`config.mk`:
```
export PLATFORM = sky130hd
export DESIGN_NAME = chg_err_irq
export DESIGN_NICKNAME = d
export VERILOG_FILES = /design/src/rtl/chgirq_pkg.sv /design/src/rtl/chgirq_edge.sv /design/src/rtl/chgirq_hold.sv /design/src/rtl/chg_err_irq.sv
export SDC_FILE = /design/constraint.sdc
export NUM_CORES = 1
export LEC_CHECK = 0
export ABC_AREA = 1
export BUFFER_PORTS_ARGS = -buffer_cell sky130_fd_sc_hd__buf_2
export CAP_MARGIN = 20
export CORE_MARGIN = 5
export CORE_UTILIZATION = 48
export DETAILED_ROUTE_END_ITERATION = 10
export PLACE_DENSITY = 0.8
export SYNTH_ARGS = -nofsm -noshare
export SYNTH_HDL_FRONTEND = slang
export SYNTH_SLANG_ARGS = --single-unit
export TNS_END_PERCENT = 30
```
`constraint.sdc`:
```
create_clock -name clk -period 2.5 [get_ports clk]
set_input_delay 0.5 -clock clk [delete_from_list [all_inputs] [get_ports clk]]
set_output_delay 0.5 -clock clk [all_outputs]
set_load 0.005 [all_outputs]
```
`src/rtl/chgirq_pkg.sv`:
```
package chgirq_pkg;
    localparam int CTL_W      = 4;
    localparam int CTL_HOLD   = 0;
    localparam int CTL_CHG_EN = 1;
    localparam int CTL_FALL   = 2;
    localparam int CTL_ERR_EN = 3;
endpackage

```
`src/rtl/chgirq_edge.sv`:
```
module chgirq_edge #(
    parameter int NCH = 4
) (
    input  logic           clk,
    input  logic           rst_n,
    input  logic [NCH-1:0] din,
    input  logic           fall_sel,
    output logic [NCH-1:0] din_q,
    output logic [NCH-1:0] edge_hit
);
    logic [NCH-1:0] din_d;
    logic [NCH-1:0] smp_q;

    always_comb begin
        din_d = din;
        for (int i = 0; i < NCH; i++) begin
            edge_hit[i] = fall_sel ? (smp_q[i] & ~din[i]) : (din[i] & ~smp_q[i]);
        end
    end

    always_ff @(posedge clk or negedge rst_n) begin
        if (!rst_n) smp_q <= '0;
        else        smp_q <= din_d;
    end

    assign din_q = smp_q;
endmodule

```
`src/rtl/chgirq_hold.sv`:
```
module chgirq_hold #(
    parameter int NCH = 4
) (
    input  logic           clk,
    input  logic           rst_n,
    input  logic           hold_en,
    input  logic           rd_strobe,
    input  logic [NCH-1:0] din,
    output logic [NCH-1:0] held
);
    logic [NCH-1:0] held_d;
    logic [NCH-1:0] held_q;

    always_comb begin
        if (!hold_en)       held_d = '0;
        else if (rd_strobe) held_d = din;
        else                held_d = held_q | din;
    end

    always_ff @(posedge clk or negedge rst_n) begin
        if (!rst_n) held_q <= '0;
        else        held_q <= held_d;
    end

    assign held = held_q;
endmodule

```
`src/rtl/chg_err_irq.sv`:
```
module chg_err_irq
    import chgirq_pkg::*;
#(
    parameter int NCH  = 4,
    parameter int NERR = 2
) (
    input  logic             clk,
    input  logic             rst_n,
    input  logic [CTL_W-1:0] ctrl,
    input  logic [NCH-1:0]   allow_mask,
    input  logic [NCH-1:0]   din,
    input  logic [NERR-1:0]  err_flags,
    input  logic             rd_strobe,
    output logic [NCH-1:0]   rd_data,
    input  logic             cmd_req,
    output logic             cmd_ack,
    output logic             irq,
    output logic             cause_err,
    output logic [NCH-1:0]   pend_chan
);
    typedef struct packed {
        logic [NCH-1:0] pend;
        logic           err;
        logic           ack;
        logic           irq;
    } st_t;

    st_t st_d, st_q;

    logic [NCH-1:0] din_q;
    logic [NCH-1:0] edge_hit;
    logic [NCH-1:0] held;
    logic [NCH-1:0] qual;
    logic           chg_live;
    logic           err_live;
    logic           clr;

    chgirq_edge #(.NCH(NCH)) u_edge (
        .clk      (clk),
        .rst_n    (rst_n),
        .din      (din),
        .fall_sel (ctrl[CTL_FALL]),
        .din_q    (din_q),
        .edge_hit (edge_hit)
    );

    chgirq_hold #(.NCH(NCH)) u_hold (
        .clk       (clk),
        .rst_n     (rst_n),
        .hold_en   (ctrl[CTL_HOLD]),
        .rd_strobe (rd_strobe),
        .din       (din),
        .held      (held)
    );

    always_comb begin
        // error enable overrides change enable
        chg_live = ctrl[CTL_CHG_EN] & ~ctrl[CTL_ERR_EN];
        err_live = ctrl[CTL_ERR_EN] & (|err_flags);
        qual     = edge_hit & allow_mask & {NCH{chg_live}};
        clr      = cmd_req & ~st_q.ack;

        st_d      = st_q;
        st_d.ack  = cmd_req;
        st_d.pend = (clr ? '0 : st_q.pend) | qual;
        st_d.err  = (clr ? 1'b0 : st_q.err) | err_live;
        st_d.irq  = (|st_d.pend) | st_d.err;
    end

    always_ff @(posedge clk or negedge rst_n) begin
        if (!rst_n) st_q <= '0;
        else        st_q <= st_d;
    end

    assign rd_data   = ctrl[CTL_HOLD] ? held : din_q;
    assign cmd_ack   = st_q.ack;
    assign irq       = st_q.irq;
    assign cause_err = st_q.err;
    assign pend_chan = st_q.pend;
endmodule

```
==> results.sh <==
export IMPL_status="completed"
export IMPL_synth_seq_cells=15
export IMPL_slowest_stage="dfrtp_1"
export IMPL_fmax_mhz=687
export IMPL_drt_first_pass_iters=4
export IMPL_path_class="reg -> out"
export IMPL_postRouteWirelength_um=1450
export IMPL_skew_ps=6.64
export IMPL_area_growth_pct=26.3
export IMPL_powerDensity_nw_per_um2=564
export IMPL_critical_path_max_stage_delay_ps=350
export IMPL_final_antenna_net_count=0
export IMPL_ff_latch_area_um2=375
export IMPL_drive_gt1_share_pct=32.5
export IMPL_synth_edf_count=0
export IMPL_grt_start_max_net_pins=16
export IMPL_n_fill_cell=120
export IMPL_synth_top_area_cell="dfrtp_1"
export IMPL_async_flop_share_pct=100
export IMPL_place_congestion=0.812
export IMPL_multi_input_area_um2=238
export IMPL_root_buffer="clkbuf_4"
export IMPL_num_rows=13
export IMPL_slew_violations=0
export IMPL_p_leak_nw=0.515
export IMPL_post_cts_buffers=0
export IMPL_clk_insertion_delay_late_ps=280
export IMPL_grt_pass1_wl_um=2280
export IMPL_min_path_type="in -> async"
export IMPL_critPathLaunch="u_edge.din_q[1]"
export IMPL_cp_max_fo=2
export IMPL_relSlewSlack_pct=78.4
export IMPL_crit_chain="inv_1 > o21ai_0 > buf_2"
export IMPL_syn_num_nets=104
export IMPL_initial_core_util_pct=51.4
export IMPL_crit_end="rd_data[1]"
export IMPL_rsz0062_at_grt="false"
export IMPL_cp_start_kind="flip-flop"
export IMPL_cts_tree="done"
export IMPL_antenna_found_initial=0
export IMPL_synth_common_cells="nand2_1 (27), inv_1 (17), dfrtp_1 (15), o21ai_0 (7), nor2_1 (5)"
export IMPL_setup_ws_ps=1040
export IMPL_via_per_inst=4.62
export IMPL_drt_iter0_drc=9
export IMPL_wl_per_cell_um=11.0
export IMPL_cp_arrival_ps=960
export IMPL_syn_inst=86
export IMPL_ys_warn_count=0
export IMPL_ioPinCount=29
export IMPL_pre_cts_slack_ps=1060
export IMPL_grt_total_usage_pct=14.8
export IMPL_finalCritPeriodShare_pct=58.2
export IMPL_peakVddDrop_mv=0.363
export IMPL_port_buffers=28
export IMPL_tightestPinTransition_ps=324
export IMPL_cp_required_ps=2000
export IMPL_regToRegStartpoint="cmd_ack"
export IMPL_finalHoldViolCount=0
export IMPL_die_h_um=47.8
export IMPL_fin_nets=136
export IMPL_clk_pin_slew_worst_paths_ps=90
export IMPL_cts_sinks=15
export IMPL_ctsResizeCount=0
export IMPL_htreeDepth=1
export IMPL_dieArea_um2=2280
export IMPL_drc_errors=0
export IMPL_clockBufferDepth=2
export IMPL_synth_cell_area_um2=686
export IMPL_reg2reg_slack_ps=1500
export IMPL_synth_cell_type_count=13
export IMPL_worst_r2r_endpoint="irq"
export IMPL_vias=610
export IMPL_hpwl_um=1200
export IMPL_diodes=0
export IMPL_maxCapViolCount=0
export IMPL_hold_buffers=0
export IMPL_setup_viol=0
export IMPL_synthFlopType="dfrtp_1"
export IMPL_finalSetupTns_ps=0
export IMPL_die_w_um=47.8
export IMPL_synth_area_top_cells="dfrtp_1 (55%), nand2_1 (15%), inv_1 (9.3%)"
export IMPL_endpoint_kind="output port"
export IMPL_core_um2=1330
export IMPL_cts_inserted_buffers=3
export IMPL_synth_most_common_cell="nand2_1"
export IMPL_grt_pass1_vias=563
export IMPL_fin_crit_ps=1460
export IMPL_p_total_w=0.000488
export IMPL_grt_overflow_total=0
export IMPL_synthesis_area_per_instance_um2=7.97
export IMPL_yosysTopAreaCellShare_pct=54.7
export IMPL_reg2reg_depth=6
export IMPL_ys_seq_area_share_pct=54.7
## registers in the layout, summed over array words and instances, names as in the netlist
register      cells
irq               1
cause_err         1
pend_chan         4
cmd_ack           1
u_edge.din_q      4
u_hold.held       4
## metrics by stage
step           hold WS [ps]  cell area [um^2]  util, %  cells
2_1_floorplan           204               686        -     86
3_3_place_gp            415               840     62.9    128
3_5_place_dp            415               840     62.9    128
4_1_cts                 112               866     64.9    132
5_1_grt                 112               866     64.9    132
6_report               98.8               866     64.9    132
## power breakdown
part	switching [W]	total, W	internal [W]
logic	0.0000474	0.0000839	0.0000365
registers	0.00000768	0.000268	0.000261
clock network	0.0000739	0.000136	0.0000619
## layout make-up
cell class / instances / area share, %
clock buffers: 4 / 3.03
repair buffers: 28 / 16.2
flip-flops and latches: 15 / 43.4
well taps: 15 / 2.17
inverters: 18 / 7.80
multi-input cells: 52 / 27.5
## cells by family after synthesis
group	count (synthesis)	share of synthesized area, %
AND/OR/NAND/NOR	41	26.3
buffers and inverters	19	10.6
flip-flops	15	54.7
AO/OA/AOI/OAI	11	8.39
## how the worst min path moves through the flow
stage,startpoint,end,depth (start not counted)
floorplan,rst_n,cause_err,0
global placement,rst_n,u_hold.held[1],1
detailed placement,rst_n,u_hold.held[1],1
CTS,rst_n,u_hold.held[1],1
global route,rst_n,u_hold.held[1],1
finish,rst_n,u_hold.held[1],1
## placed cells by master, fill, tap and decap left out
| master | Yosys | routed |
|---|---|---|
| nor2_2 | 1 | 1 |
| inv_1 | 17 | 17 |
| inv_2 | 1 | 1 |
| clkbuf_1 | 0 | 1 |
| nand3_1 | 3 | 3 |
| nand2_1 | 27 | 27 |
| buf_2 | 1 | 28 |
| clkbuf_4 | 0 | 3 |
| o21ai_0 | 7 | 7 |
| o22ai_1 | 2 | 2 |
| nor2_1 | 5 | 5 |
| nand3_2 | 2 | 2 |
| a21oi_1 | 2 | 2 |
| dfrtp_1 | 15 | 15 |
| nand2_2 | 3 | 3 |
## worst max-delay path, delay by kind of cell, from the launching register on
family / cells / cell delay (ps)
DFF: 1 / 350
buffers and inverters: 2 / 190
AOI/OAI and AO/OA: 1 / 140
## per-layer routing
layer  global-route usage [%]  share of wire, %
met3                     3.38               7.5
met4                     8.06               1.9
met5                        0                 0
met2                     23.5                46
met1                     18.7                44
Power figures use the tool's default switching activity.
